### src/rtl/sub_word_pkg.sv
package sub_word_pkg;

  localparam int DATA_W         = 32;
  localparam int LANE_W         = 8;
  localparam int MERGE_WINDOW_W = 16;
  localparam int SHIFT_W        = $clog2(DATA_W);

  typedef enum logic [1:0] {
    SZ_BYTE = 2'd0,
    SZ_HALF = 2'd1,
    SZ_WORD = 2'd2,
    SZ_BAD  = 2'd3
  } access_size_e;

  typedef enum logic {
    ST_IDLE     = 1'b0,
    ST_MERGE_WR = 1'b1
  } ctrl_state_e;

  // Strobes from control to datapath
  typedef struct packed {
    logic captureMerge;  // latch merged word from the read phase
    logic useMerged;     // drive the latched merged word downstream
  } dp_strobe_t;

endpackage

### src/rtl/sub_word_ctrl.sv
module sub_word_ctrl
  import sub_word_pkg::*;
#(
  parameter int ADDR_W = 8,
  parameter logic [2**(ADDR_W-2)-1:0] KNOWN_MASK  = 64'h0000_0000_0000_FFFF,
  parameter logic [2**(ADDR_W-2)-1:0] RO_MASK     = 64'h0000_0000_0000_0002,
  parameter logic [2**(ADDR_W-2)-1:0] ACTION_MASK = 64'h0000_0000_0000_0070
) (
  input  logic              clk,
  input  logic              rstN,
  input  logic              reqValid,
  input  logic              reqWrite,
  input  logic [1:0]        sizeCode,
  input  logic [ADDR_W-3:0] wordIdx,
  output logic              reqReady,
  output logic              rspErr,
  output logic              dnValid,
  output logic              dnWrite,
  output dp_strobe_t        strobe
);

  ctrl_state_e state, nextState;

  logic isKnown, isNarrow, isReadOnly, isAction;

  assign isKnown    = KNOWN_MASK[wordIdx] && (sizeCode != SZ_BAD);
  assign isNarrow   = (sizeCode == SZ_BYTE) || (sizeCode == SZ_HALF);
  assign isReadOnly = RO_MASK[wordIdx];
  assign isAction   = ACTION_MASK[wordIdx];

  always_comb begin
    nextState = state;
    reqReady  = 1'b0;
    rspErr    = 1'b0;
    dnValid   = 1'b0;
    dnWrite   = 1'b0;
    strobe    = '0;
    unique case (state)
      ST_IDLE: begin
        if (reqValid) begin
          if (!isKnown) begin
            reqReady = 1'b1;
            rspErr   = 1'b1;
          end else if (!reqWrite) begin
            dnValid  = 1'b1;
            reqReady = 1'b1;
          end else if (!isNarrow) begin
            dnValid  = 1'b1;
            dnWrite  = 1'b1;
            reqReady = 1'b1;
          end else if (isReadOnly) begin
            reqReady = 1'b1;
          end else if (isAction) begin
            dnValid  = 1'b1;
            dnWrite  = 1'b1;
            reqReady = 1'b1;
          end else begin
            // storage register: fetch now, write merged word next cycle
            dnValid             = 1'b1;
            strobe.captureMerge = 1'b1;
            nextState           = ST_MERGE_WR;
          end
        end
      end
      ST_MERGE_WR: begin
        dnValid          = 1'b1;
        dnWrite          = 1'b1;
        reqReady         = 1'b1;
        strobe.useMerged = 1'b1;
        nextState        = ST_IDLE;
      end
      default: nextState = ST_IDLE;
    endcase
  end

  always_ff @(posedge clk) begin
    if (!rstN) state <= ST_IDLE;
    else       state <= nextState;
  end

endmodule

### src/rtl/sub_word_datapath.sv
module sub_word_datapath
  import sub_word_pkg::*;
(
  input  logic              clk,
  input  logic              rstN,
  input  dp_strobe_t        strobe,
  input  logic [1:0]        laneSel,
  input  logic [1:0]        sizeCode,
  input  logic [DATA_W-1:0] wrData,
  input  logic [DATA_W-1:0] rdWord,
  output logic [DATA_W-1:0] dnData,
  output logic [DATA_W-1:0] rspData
);

  localparam logic [DATA_W-1:0] WINDOW_BASE =
    {{(DATA_W-MERGE_WINDOW_W){1'b0}}, {MERGE_WINDOW_W{1'b1}}};
  localparam logic [DATA_W-1:0] BYTE_KEEP =
    {{(DATA_W-LANE_W){1'b0}}, {LANE_W{1'b1}}};

  logic [SHIFT_W-1:0] shiftAmt;
  logic [DATA_W-1:0]  narrowData, laneData, windowMask, mergedWord, mergeReg;

  assign shiftAmt = {laneSel, 3'b000};

  // byte data zero-extended into the 16-bit merge window
  assign narrowData = (sizeCode == SZ_BYTE) ? (wrData & BYTE_KEEP)
                                            : (wrData & WINDOW_BASE);
  assign laneData   = narrowData << shiftAmt;
  assign windowMask = WINDOW_BASE << shiftAmt;
  assign mergedWord = (rdWord & ~windowMask) | laneData;

  always_ff @(posedge clk) begin
    if (!rstN)                    mergeReg <= '0;
    else if (strobe.captureMerge) mergeReg <= mergedWord;
  end

  always_comb begin
    if (strobe.useMerged)          dnData = mergeReg;
    else if (sizeCode == SZ_WORD)  dnData = wrData;
    else                           dnData = laneData;
  end

  assign rspData = (sizeCode == SZ_WORD) ? rdWord : (rdWord >> shiftAmt);

endmodule

### src/rtl/sub_word_adapter.sv
module sub_word_adapter
  import sub_word_pkg::*;
#(
  parameter int ADDR_W = 8,
  parameter logic [2**(ADDR_W-2)-1:0] KNOWN_MASK  = 64'h0000_0000_0000_FFFF,
  parameter logic [2**(ADDR_W-2)-1:0] RO_MASK     = 64'h0000_0000_0000_0002,
  parameter logic [2**(ADDR_W-2)-1:0] ACTION_MASK = 64'h0000_0000_0000_0070
) (
  input  logic              clk,
  input  logic              rstN,
  input  logic              reqValid,
  output logic              reqReady,
  input  logic              reqWrite,
  input  logic [1:0]        reqSize,
  input  logic [ADDR_W-1:0] reqAddr,
  input  logic [31:0]       reqWdata,
  output logic [31:0]       rspRdata,
  output logic              rspErr,
  output logic              dnValid,
  output logic              dnWrite,
  output logic [ADDR_W-1:0] dnAddr,
  output logic [31:0]       dnWdata,
  input  logic [31:0]       dnRdata
);

  dp_strobe_t strobe;

  assign dnAddr = {reqAddr[ADDR_W-1:2], 2'b00};

  sub_word_ctrl #(
    .ADDR_W     (ADDR_W),
    .KNOWN_MASK (KNOWN_MASK),
    .RO_MASK    (RO_MASK),
    .ACTION_MASK(ACTION_MASK)
  ) u_ctrl (
    .clk     (clk),
    .rstN    (rstN),
    .reqValid(reqValid),
    .reqWrite(reqWrite),
    .sizeCode(reqSize),
    .wordIdx (reqAddr[ADDR_W-1:2]),
    .reqReady(reqReady),
    .rspErr  (rspErr),
    .dnValid (dnValid),
    .dnWrite (dnWrite),
    .strobe  (strobe)
  );

  sub_word_datapath u_dp (
    .clk     (clk),
    .rstN    (rstN),
    .strobe  (strobe),
    .laneSel (reqAddr[1:0]),
    .sizeCode(reqSize),
    .wrData  (reqWdata),
    .rdWord  (dnRdata),
    .dnData  (dnWdata),
    .rspData (rspRdata)
  );

endmodule

### config.mk
export PLATFORM = sky130hd
export DESIGN_NAME = sub_word_adapter
export DESIGN_NICKNAME = d
export VERILOG_FILES = /design/src/rtl/sub_word_pkg.sv /design/src/rtl/sub_word_ctrl.sv /design/src/rtl/sub_word_datapath.sv /design/src/rtl/sub_word_adapter.sv
export SDC_FILE = /design/constraint.sdc
export NUM_CORES = 1
export LEC_CHECK = 0
export ABC_AREA = 1
export BUFFER_PORTS_ARGS = -buffer_cell sky130_fd_sc_hd__buf_4
export CORE_MARGIN = 2
export CORE_UTILIZATION = 48
export CTS_CLUSTER_SIZE = 16
export DETAILED_ROUTE_END_ITERATION = 8
export PLACE_DENSITY = 0.82
export SETUP_SLACK_MARGIN = 0.05
export SYNTH_ARGS = -nofsm -noshare
export SYNTH_HDL_FRONTEND = slang
export SYNTH_SLANG_ARGS = --single-unit
### constraint.sdc
create_clock -name clk -period 2 [get_ports clk]
set_clock_uncertainty 0.1 [all_clocks]
set_input_delay 0.2 -clock clk [delete_from_list [all_inputs] [get_ports clk]]
set_output_delay 0.2 -clock clk [all_outputs]
set_load 0.01 [all_outputs]
* Yosys cells after proc, flatten, opt, wreduce, memory -nomap -nowiden
Memories as Yosys holds them, arrays and structs flattened.
Cells that the tools add are included.
** Word-level totals
- Input bits :: 78
- Word-level logic and storage cells :: 57
- Memories kept :: 3
- Memory bits (read-only) :: 192
- Output and inout port bits :: 76
- Bits in registers :: 33
** Memories
- (name not given) :: words 64, width 1, rd ports 1, clocked after memory_dff 0, write ports 0, RTL line sub_word_ctrl.sv:28 : assign isReadOnly = RO_MASK[wordIdx];
- (name not given) :: words 64, width 1, rd ports 1, clocked after memory_dff 0, write ports 0, RTL line sub_word_ctrl.sv:29 : assign isAction = ACTION_MASK[wordIdx];
- (name not given) :: words 64, width 1, rd ports 1, clocked after memory_dff 0, write ports 0, RTL line sub_word_ctrl.sv:26 : assign isKnown = KNOWN_MASK[wordIdx] && (sizeCode != SZ_BAD);
** Operators by class
- Eq/ne operators :: 3
- Multiplexer cells :: 38
- Shift-type cells :: 3
- Reduce and logical (&&, ||, !) cells :: 3
- $lt $le $gt $ge :: 1
- Bitwise logic cells :: 4
** Operators by type and width (count)
- $mux W32 :: 3
- $and A32 B32 Y32 :: 1
- $not A32 Y32 :: 1
- $or A32 B32 Y32 :: 1
- $shl A16 B5 Y32 const A :: 1
- $shl A32 B5 Y32 :: 1
- $shr A32 B5 Y32 :: 1
- $mux W1 :: 30
- $mux W16 :: 1
- $pmux W1 S2 :: 4
- $lt A6 B7 Y1 const B :: 1
- $eq A2 B1 Y1 const B :: 1
- $eq A2 B2 Y1 const B :: 1
- $logic_not A2 Y1 :: 1
- $ne A2 B2 Y1 const B :: 1
- $logic_and A1 B1 Y1 :: 1
- $logic_or A1 B1 Y1 :: 1
- $not A1 Y1 :: 1

* Depth between registers and ports, before layout
Gate-level depths: netlist of run 1.
- Depth in word-level cells :: 9
- Gate-level depth with buffers :: 10

* By module
Synthesis of run 1 repeated with hierarchy kept, for this count alone.
** Unflattened totals
- Cell total of the unflattened synthesis :: 625
- Area, all modules :: 3418.3 um^2
** By module, submodules not included
- sub_word_datapath :: instances 1, cells an instance 578, area an instance 3166.8 um^2
- sub_word_ctrl :: instances 1, cells an instance 38, area an instance 187.7 um^2
- sub_word_adapter :: instances 1, cells an instance 9, area an instance 63.8 um^2

* Least setup slack after synthesis of run 1
Ideal clock, no wire load.
- Kind :: input to register
- Start :: input reqAddr[1]
- End :: register u_dp.mergeReg[16]
- Buffers on the path :: 4
- Data required time :: 1.787 ns
- Setup slack :: 0.298 ns
- Cell stages on the path :: 9
- Arrival time :: 1.489 ns
- Cell sequence :: buf_2 inv_1 buf_2 buf_2 ha_1 buf_1 o211ai_1 nor2_1 nor2_1
** On the way
- Word-level cells in the longest chain between the ends :: 4
** RTL lines
- start, declared :: RTL line sub_word_adapter.sv:15 : input logic [ADDR_W-1:0] reqAddr,
- $shl A16 B5 Y32 :: RTL line sub_word_datapath.sv:29 : assign windowMask = WINDOW_BASE << shiftAmt;
- $not A32 Y32 :: RTL line sub_word_datapath.sv:30 : assign mergedWord = (rdWord & ~windowMask) | laneData;
- $and A32 B32 Y32 :: RTL line sub_word_datapath.sv:30
- $or A32 B32 Y32 * :: RTL line sub_word_datapath.sv:30
- end signal, assigned :: RTL line sub_word_datapath.sv:34 : else if (strobe.captureMerge) mergeReg <= mergedWord;
- end, declared :: RTL line sub_word_datapath.sv:21 : logic [DATA_W-1:0] narrowData, laneData, windowMask, mergedWord, mergeReg;
Every way passes the cells marked *; elsewhere a longest branch is shown, timed or not.
A chain may end at the register's enable or synchronous reset.

* Worst setup path in the final report of run 1
- Start :: register u_ctrl.state
- End :: output dnWdata[19]
** On the way
- Word-level cells in the longest chain between the ends :: 2
** RTL lines
- start, declared :: RTL line sub_word_ctrl.sv:22 : ctrl_state_e state, nextState;
- start signal, assigned :: RTL line sub_word_ctrl.sv:78 : else state <= nextState;
- $mux W1 :: RTL line sub_word_ctrl.sv:38 : unique case (state)
- $mux W32 :: RTL line sub_word_datapath.sv:38 : if (strobe.useMerged) dnData = mergeReg;
- end, declared :: RTL line sub_word_adapter.sv:22 : output logic [31:0] dnWdata,
No other way between the ends.

==> impl_metrics.csv, run 1 <==
group,metric,value,unit
setup_path,slowest_stage,"dfxtp_1",
setup_path,path_class,"reg2out",
cts,cts_buffers,5,
synth,synth.area.top_cells,"nand2_1, dfxtp_1, inv_1, nor2_1, o21ai_0",
sta,finalCritPeriodShare,92.1,%
final_layout,nFillCells,642,
sta,rsz0062_at_grt,"false",
cts,cts_setup_buffers,0,
global_route,antenna_found_initial,0,
floorplan,start_util,49.5,%
detailed_routing,vias,4697,
power,power_density,464,nW/µm²
floorplan,io_pins,154,
cts,max-clock-path-buffers,2,
synth,syn_area,3360,µm²
sta,fmax,543,MHz
synth,synth_cell_types,25,
setup_path,critPathMaxStageDelay,0.46,ns
cts,cts_root_buf,"clkbuf_8",
sta,final_hold_viol_count,0,
power,combPwrFrac,43.2,%
detailed_routing,routed_wl,13.5,mm
sta,finalSetupViolCount,0,
global_route,grt_pass1_wl,20.8,mm
detailed_routing,drc,0,
placed_design,dp_hpwl,10.5,mm
power,internal-power,0.00132,W
detailed_routing,ant_nets,0,
sta,slew_viol_final,0,
sta,fin_setup_tns,0,ns
setup_path,endpoint_kind,"output pin",
run_status,status,"completed",
synth,ys_seq_area_share,19.6,%
power,switching_share,38.5,%
floorplan,row_count,30,
setup_path,cp_cell_sequence,"inv_1, buf_4, nand2_1, a21oi_1, a21oi_1, buf_4",
power,max-vdd-ir-drop,246,µV
cts,cts_hold_buf,0,
setup_path,crit_path_start_kind,"flop",
placed_design,place_congestion,0.969,
cts,cts-resized-gates,0,
detailed_routing,routed_via_density,5.53,
setup_path,cp.required,1.70,ns
global_route,grt_util_all_layers,34.5,%
final_layout,final-seq-area,661,µm²
final_layout,multi_input_area,2140,µm²
final_layout,drive_above_1_share,25.3,%
floorplan,die_y,87.7,µm
synth,yosysTopAreaCell,"nand2_1",
power,p_total,0.00215,W
setup_path,path_max_fanout,18,
final_layout,n_antenna_cell,0,
synth,syn_avg_cell_area,5.37,µm²
power,p_sw,0.000825,W
synth,synth_top_area_share,21.0,%
power,sequentialPowerShare,31.6,%
cts,h-tree-depth,2,
power,pwr-share-clk,25.2,%
cts,clock_latency,0.29,ns
floorplan,die_w,87.7,µm
final_layout,synthToLayoutAreaGrowth,37.5,%
global_route,overflow,0,
synth,syn_inst,627,
min_path,hp-class,"in2reg",
global_route,first_global_vias,4274,
cts,cts_tree,"yes",
final_layout,final_nets,832,
cts,cts.sinks,33,
detailed_routing,dr.pass1.iters,6,
floorplan,coreArea,6790,µm²
global_route,grt_max_degree,50,
placed_design,port_buffers,151,
power,leakage,2.58,nW
flow_run,maxCapViolCount,0,
detailed_routing,drt-initial-drc-count,447,
cts,clk_pin_slew_worst_paths,0.08,ns
setup_path,critPathArrivalTime,1.54,ns
detailed_routing,wl_per_cell,15.9,µm
synth,ys_warn_count,0,
floorplan,dieArea,7690,µm²
synth,ys_ff_latch,33,
sta,period_needed,1.84,ns
## cell families (layout without fill, tap and decap cells)
kind of cell	after synthesis	in the layout	share of synthesized area, %
compound gates	122	122	21.7
fa+ha+maj	1	1	0.372
buf+inv	137	263	17.0
flops	33	33	19.6
other cells	1	2	0.111
simple gates	333	333	41.2
## flip-flops by register name (all words and copies together) (netlist names)
name and flops:
u_ctrl.state 1, u_dp.mergeReg 32
## layout make-up
cell class	instances	area share (%)
clock inverters	3	0.379
flip-flops and latches	33	14.3
clock buffers	5	1.49
inverters	84	6.92
repair buffers	171	28.0
well taps	96	2.60
multi-input cells	458	46.3
## placed cells by master (no fill, tap or decap)
| master | n |
|---|---|
| clkinvlp_4 | 1 |
| conb_1 | 2 |
| a21oi_1 | 21 |
| buf_4 | 170 |
| clkinv_2 | 2 |
| inv_1 | 82 |
| nor2_2 | 3 |
| clkbuf_8 | 5 |
| o21ai_0 | 51 |
| nand3_2 | 2 |
| nand2_2 | 1 |
| o211ai_1 | 17 |
| or2_2 | 1 |
| buf_12 | 1 |
| inv_6 | 1 |
| o31ai_1 | 6 |
| a22oi_1 | 8 |
| ha_1 | 1 |
| nor2_1 | 76 |
| nand3_1 | 43 |
| o21ai_1 | 1 |
| nand4_1 | 18 |
| dfxtp_1 | 33 |
| o31ai_2 | 1 |
| inv_2 | 1 |
| nor2_4 | 2 |
| a221oi_1 | 7 |
| nand2_1 | 187 |
| o22ai_1 | 10 |
## synthesized netlist by cell type, drive strengths merged
master	n
dfxtp	33
conb	1
nand3	45
inv	84
a221oi	7
ha	1
a21oi	21
nand2	188
o21ai	52
o211ai	17
o31ai	7
clkbuf	25
or2	1
nor2	81
a22oi	8
nand4	18
o22ai	10
buf	28
## metrics by stage
stage / utilization, % / instances / cell area (µm²) / hold WS [ns] / worst slack, ns
after floorplan: - / 628 / 3370 / 0.355 / 0.298
after global placement: 66.6 / 842 / 4530 / 0.366 / 0.166
after detailed placement: 66.6 / 842 / 4530 / 0.374 / 0.114
after CTS: 67.9 / 850 / 4610 / 0.212 / 0.107
after global routing: 68.1 / 850 / 4630 / 0.220 / 0.0774
final: 68.1 / 850 / 4630 / 0.212 / 0.158
## power by group through the flow
stage	combinational [W]	clock [W]	sequential, W
CTS	0.000910	0.000534	0.000677
global route	0.000999	0.000571	0.000678
finish	0.000927	0.000542	0.000677
floorplan	0.000462	0	0.000691
detailed placement	0.000906	0	0.000692
global placement	0.000896	0	0.000692
## routing by layer
metal  routed length (µm)  vias up  global-route usage (%)  part of all wire [%]
li1                     -     2258                       -                     -
met5                    0        -                       0                     0
met3                 1170       55                    4.15                   8.7
met2                 6350      287                    56.5                    47
met4                  525        0                    14.1                   3.9
met1                 5440     2097                    45.9                    40
## critical path: cells and delay by family (launching register included)
| family | cells | cell delay [ns] |
|---|---|---|
| DFF | 1 | 0.46 |
| buffers and inverters | 3 | 0.47 |
| AOI/OAI and AO/OA | 2 | 0.22 |
| and+or+nand+nor | 1 | 0.09 |
## worst paths after layout
path                     from           endpoint  slack [ns]  cells past startpoint
max              u_ctrl.state        dnWdata[19]        0.16                      6
min                      rstN   u_dp.mergeReg[9]        0.21                      3
max reg2reg      u_ctrl.state  u_dp.mergeReg[16]        0.49                      6
min reg2reg  u_dp.mergeReg[6]   u_dp.mergeReg[6]        0.39                      2
No activity file was read; power rests on OpenSTA's default activity.
==> run 2: changes to the inputs <==
--- a/config.mk
+++ b/config.mk
@@ -8,10 +8,11 @@
 export ABC_AREA = 1
 export BUFFER_PORTS_ARGS = -buffer_cell sky130_fd_sc_hd__buf_4
 export CORE_MARGIN = 2
-export CORE_UTILIZATION = 48
+export CORE_UTILIZATION = 44
+export CTS_BUF_LIST = sky130_fd_sc_hd__clkbuf_4 sky130_fd_sc_hd__clkbuf_8
 export CTS_CLUSTER_SIZE = 16
 export DETAILED_ROUTE_END_ITERATION = 8
-export PLACE_DENSITY = 0.82
+export PLACE_DENSITY = 0.79
 export SETUP_SLACK_MARGIN = 0.05
 export SYNTH_ARGS = -nofsm -noshare
 export SYNTH_HDL_FRONTEND = slang
==> constraint.sdc (replaced) <==
create_clock -name clk -period 1.5 [get_ports clk]
set_clock_uncertainty 0.1 [all_clocks]
set_input_delay 0.15 -clock clk [delete_from_list [all_inputs] [get_ports clk]]
set_output_delay 0.15 -clock clk [all_outputs]
set_load 0.01 [all_outputs]
==> run 2 against run 1 <==
  * Final cell count grew 2.6%
  * Sequential power up 33%
  * The run now ends with setup timing left
  * Total power grew 40%
  * Highest routed layer unchanged
  * Setup slack got worse by 0.20 ns
  * Routed wire length is 11% higher
  * Sequential share of layout area down 1.4 points
  * Utilization is 2.5 points higher
  * Die area grew 8.7%
  * Critical endpoint is now dnWdata[16]
  * First-iteration DRC count up 18%
==> impl_metrics.csv, run 2 (same netlist as run 1, synthesis figures left out) <==
group,metric,value,unit
run_status,status,"finished with violations",
run_status,violations,"setup timing",
sta,slew_viol_final,0,
final_layout,layout_common_cells,"nand2_1, buf_4, inv_1, nor2_1, o21ai_0",
detailed_routing,dr.pass1.iters,6,
setup_path,path_class,"reg2out",
sta,fmax,648,MHz
floorplan,row_count,31,
cts,cts_root_buf,"clkbuf_8",
setup_path,endpoint_kind,"output pin",
sta,final_hold_viol_count,0,
final_layout,n_antenna_cell,0,
placed_design,placed_cell_area,4690,µm²
global_route,first_global_vias,4486,
global_route,overflow,0,
cts,h-tree-depth,2,
detailed_routing,drt-initial-drc-count,529,
final_layout,drive_above_1_share,33.6,%
global_route,grt_max_degree,50,
final_layout,reg_top3,"u_dp.mergeReg x32, u_ctrl.state x1",
floorplan,die_y,91.4,µm
setup_path,crit_path_frequent_cell,"a21oi_2",
placed_design,dp_hpwl,11.1,mm
floorplan,dieArea,8360,µm²
min_path,hp-class,"in2reg",
detailed_routing,drc,0,
power,max-vdd-ir-drop,360,µV
final_layout,synthToLayoutAreaGrowth,53.7,%
floorplan,die_w,91.4,µm
final_layout,nFillCells,623,
final_layout,final-seq-area,664,µm²
floorplan,io_pins,154,
cts,clk_pin_slew_worst_paths,0.08,ns
cts,cts.sinks,33,
final_layout,multi_input_area,2370,µm²
detailed_routing,ant_nets,0,
placed_design,place_congestion,1.02,
sta,period_needed,1.54,ns
cts,clock_latency,0.29,ns
sta,setup_ws,-0.0436,ns
power,power_density,581,nW/µm²
global_route,antenna_found_initial,0,
setup_path,cp_cell_sequence,"inv_8, buf_12, nand2_2, a21oi_2, a21oi_2, buf_4",
detailed_routing,vias,4847,
setup_path,cp.required,1.25,ns
final_layout,design_area,5170,µm²
final_layout,largest_reg_flops,32,
cts,cts_buffers,5,
global_route,grt_util_all_layers,33.7,%
placed_design,port_buffers,151,
flow_run,maxCapViolCount,0,
setup_path,critPathArrivalTime,1.29,ns
placed_design,dp_slack,-0.0510,ns
cts,max-clock-path-buffers,2,
detailed_routing,routed_via_density,5.56,
floorplan,coreArea,7330,µm²
setup_path,slowest_stage,"dfxtp_4",
setup_path,critPathMaxStageDelay,0.38,ns
final_layout,final_nets,851,
sta,finalSetupViolCount,9,
final_layout,top_register,"u_dp.mergeReg",
detailed_routing,wl_per_cell,17.2,µm
setup_path,crit_path_start_kind,"flop",
setup_path,path_max_fanout,8,
sta,rsz0062_at_grt,"true",
global_route,grt_pass1_wl,22.5,mm
power,leakage,2.77,nW
cts,cts_tree,"yes",
sta,finalCritPeriodShare,103,%
detailed_routing,routed_wl,15.0,mm
floorplan,start_util,45.9,%
## run 2: changes by cell type in the layout (fill, tap and decap cells not counted), moves of 6 or more
cell / delta
o21ai_0: -9
a21oi_2: +12
nand2_2: +12
nand2_1: -15
a21oi_1: -13
buf_12: +6
o31ai_1: -6
buf_6: +8
o21ai_1: +9
## run 2: routing by layer
metal / wire length (µm) / share of wire [%] / GRT usage (%) / vias to the layer above
met3: 1490 / 9.9 / 4.15 / 48
met5: 0 / 0 / 0 / -
met2: 7000 / 47 / 53.9 / 336
met1: 6000 / 40 / 45.1 / 2157
li1: - / - / - / 2306
met4: 541 / 3.6 / 15.0 / 0
## run 2: path summary, 6_finish.rpt
kind | from | endpoint | slack (ns) | cells after the start
worst min register to register | u_dp.mergeReg[3] | u_dp.mergeReg[3] | 0.40 | 2
worst max register to register | u_ctrl.state | u_dp.mergeReg[10] | 0.07 | 6
worst max-delay path | u_ctrl.state | dnWdata[16] | -0.04 | 6
worst min-delay path | rstN | u_ctrl.state | 0.16 | 3
## run 2: critical path, delay by kind of cell, from the launching register on
kind	cells	cell delay (ns)
compound gates	2	0.16
buf+inv	3	0.39
flops	1	0.38
simple gates	1	0.06
## run 2: cell type report
type / instances / share of cell area [%]
clock buffer: 5 / 1.33
multi-input combinational: 458 / 45.7
sequential: 33 / 12.8
inverter: 84 / 6.39
tap: 99 / 2.39
clock inverter: 3 / 0.339
timing repair buffer: 190 / 31.0
## run 2: timing repair
action                                 CTS  global route
setup endpoints to repair               46            60
resized for setup                       36            51
cloned                                   2             1
pin swaps                                8             6
hold buffers                             0             0
buffers inserted                         1             4
endpoints found under the hold margin    0             0
## run 2: stage by stage
stage               instances  util, %  hold WS, ns  TNS, ns  total power (W)
CTS                       867     67.5        0.163   -0.319          0.00291
finish                    872     70.6        0.159   -0.312          0.00301
global placement          856     64.0        0.366        0          0.00218
floorplan                 628        -        0.292        0          0.00155
global route              872     70.6        0.171    -1.30          0.00313
detailed placement        856     64.0        0.378   -0.377          0.00219
## run 2: where the power goes
group	internal [W]	switching (W)	total, W	leakage (nW)
sequential	0.000893	0.00000915	0.000902	0.268
combinational	0.000630	0.000766	0.00140	2.45
clock	0.000321	0.000387	0.000708	0.0439
total	0.00184	0.00116	0.00301	2.77
==> run 3: changes to the inputs <==
==> constraint.sdc (replaced) <==
create_clock -name clk -period 1.26 [get_ports clk]
set_clock_uncertainty 0.1 [all_clocks]
set_input_delay 0.126 -clock clk [delete_from_list [all_inputs] [get_ports clk]]
set_output_delay 0.126 -clock clk [all_outputs]
set_load 0.01 [all_outputs]
==> run 3 against run 2 <==
  * Largest power group unchanged
  * Sequential share of layout area down 2.2 points
  * Total power increased by 36%
  * Hold slack got worse by 0.028 ns
  * Cell area rose by 21%
  * Clock power up 18%
  * Via count increased by 11%
  * The run still ends with setup timing left
==> impl_metrics.csv, run 3 (same netlist as run 1, synthesis figures left out) <==
group,metric,value,unit
cts,clock_latency,0.29,ns
cts,cts_hold_buf,0,
placed_design,dp_hpwl,11.3,mm
placed_design,dp_slack,-0.247,ns
final_layout,layout_common_cells,"buf_4, nand2_1, inv_1, nor2_1, nand3_1",
sta,fmax,624,MHz
sta,rsz0062_at_grt,"true",
setup_path,path_delay_family,"flip-flops",
setup_path,reg2reg_slack,-0.28,ns
sta,finalCritPeriodShare,127,%
sta,slew_viol_final,0,
final_layout,layout_commonest_cell,"buf_4",
final_layout,nFillCells,420,
final_layout,reg_top3,"u_dp.mergeReg x32, u_ctrl.state x1",
floorplan,die_y,91.4,µm
setup_path,slowest_stage,"dfxtp_4",
floorplan,io_pins,154,
detailed_routing,drc,0,
floorplan,die_w,91.4,µm
detailed_routing,vias,5396,
floorplan,start_util,45.9,%
global_route,antenna_found_initial,0,
run_status,violations,"setup timing",
setup_path,endpoint_kind,"output pin",
detailed_routing,ant_nets,0,
final_layout,synthToLayoutAreaGrowth,85.3,%
power,power_density,655,nW/µm²
global_route,grt_pass1_wl,23.5,mm
cts,max-clock-path-buffers,2,
setup_path,critPathArrivalTime,1.38,ns
cts,h-tree-depth,2,
run_status,status,"finished with violations",
floorplan,dieArea,8360,µm²
sta,setup_ws,-0.343,ns
cts,cts_tree,"yes",
setup_path,cp.buffers_inverters,3,
cts,cts_buffers,5,
final_layout,n_antenna_cell,0,
global_route,grt_util_all_layers,35.3,%
setup_path,path_class,"reg2out",
detailed_routing,routed_wl,18.1,mm
global_route,overflow,0,
floorplan,coreArea,7330,µm²
final_layout,largest_reg_flops,32,
cts,cts.sinks,33,
placed_design,place_congestion,1.01,
final_layout,final_nets,889,
power,max-vdd-ir-drop,344,µV
global_route,grt_max_degree,50,
final_layout,top_register,"u_dp.mergeReg",
placed_design,port_buffers,151,
setup_path,critPathMaxStageDelay,0.40,ns
floorplan,row_count,31,
flow_run,maxCapViolCount,0,
cts,cts_root_buf,"clkbuf_8",
min_path,hp-class,"in2reg",
global_route,first_global_vias,4531,
setup_path,path_max_fanout,8,
setup_path,cp.required,1.03,ns
detailed_routing,drt-initial-drc-count,679,
setup_path,crit_path_frequent_cell,"a21oi_2",
cts,clk_pin_slew_worst_paths,0.08,ns
detailed_routing,routed_via_density,5.93,
sta,whs,0.131,ns
setup_path,crit_path_start_kind,"flop",
final_layout,drive_above_1_share,45.0,%
sta,finalSetupViolCount,81,
detailed_routing,dr.pass1.iters,6,
power,leakage,3.17,nW
sta,final_hold_viol_count,0,
sta,period_needed,1.60,ns
detailed_routing,wl_per_cell,19.9,µm
setup_path,cp_cell_sequence,"inv_6, buf_12, nand2_2, a21oi_2, a21oi_2, buf_4",
## run 3: cell count changes in the layout (fill, tap and decap cells not counted), sizes merged
cell | before | now
buf | 189 | 221
clkbuf | 6 | 10
inv | 84 | 81
bufbuf | 0 | 1
clkinvlp | 1 | 2
clkinv | 2 | 4
nand2 | 188 | 189
## run 3: power breakdown
| group | total [W] | internal, W | switching, W |
|---|---|---|---|
| clock network | 0.000836 | 0.000382 | 0.000454 |
| logic | 0.00217 | 0.00101 | 0.00116 |
| registers | 0.00108 | 0.00106 | 0.0000128 |
## run 3: layer usage
metal  GRT usage (%)  part of all wire, %
met5               0                    0
met2            57.7                   47
met4            13.5                  5.6
met1            46.0                   36
met3            6.22                   11
## run 3: worst min-delay path: stages
cell and delay [ns]:
buf_4 0.22, inv_1 0.09, nor2_1 0.04
## run 3: what timing repair did
| item | 4_1_cts | 5_1_grt |
|---|---|---|
| gates cloned | 3 | 7 |
| setup buffers | 6 | 15 |
| pin swaps | 22 | 52 |
| resized for setup | 109 | 147 |
| endpoints found under the setup margin | 101 | 93 |
## run 3: metrics by stage
step | cell area [µm²] | utilization [%] | power, W | setup TNS, ns | std cells
final | 6230 | 85.0 | 0.00408 | -15.03 | 910
after global routing | 6230 | 85.0 | 0.00422 | -18.38 | 910
after CTS | 5510 | 75.2 | 0.00371 | -10.99 | 892
after detailed placement | 4850 | 66.1 | 0.00265 | -14.41 | 875
after global placement | 4850 | 66.1 | 0.00263 | -11.68 | 875
after floorplan | 3460 | - | 0.00187 | -0.127 | 628
## run 3: cell type report
type	instances	area, µm²	area share (%)
multi-input cells	459	2840	45.5
repair buffers	227	2150	34.4
flip-flops and latches	33	664	10.7
inverters	84	378	6.06
well taps	99	124	1.99
clock buffers	5	68.8	1.10
clock inverters	3	17.5	0.281
## run 3: path summary, 6_finish.rpt
path | cells after the start | end | from
worst max-delay path | 6 | dnWdata[23] | u_ctrl.state
worst min-delay path | 3 | u_ctrl.state | rstN
worst max register to register | 8 | u_dp.mergeReg[20] | u_ctrl.state
worst min register to register | 2 | u_dp.mergeReg[6] | u_dp.mergeReg[6]
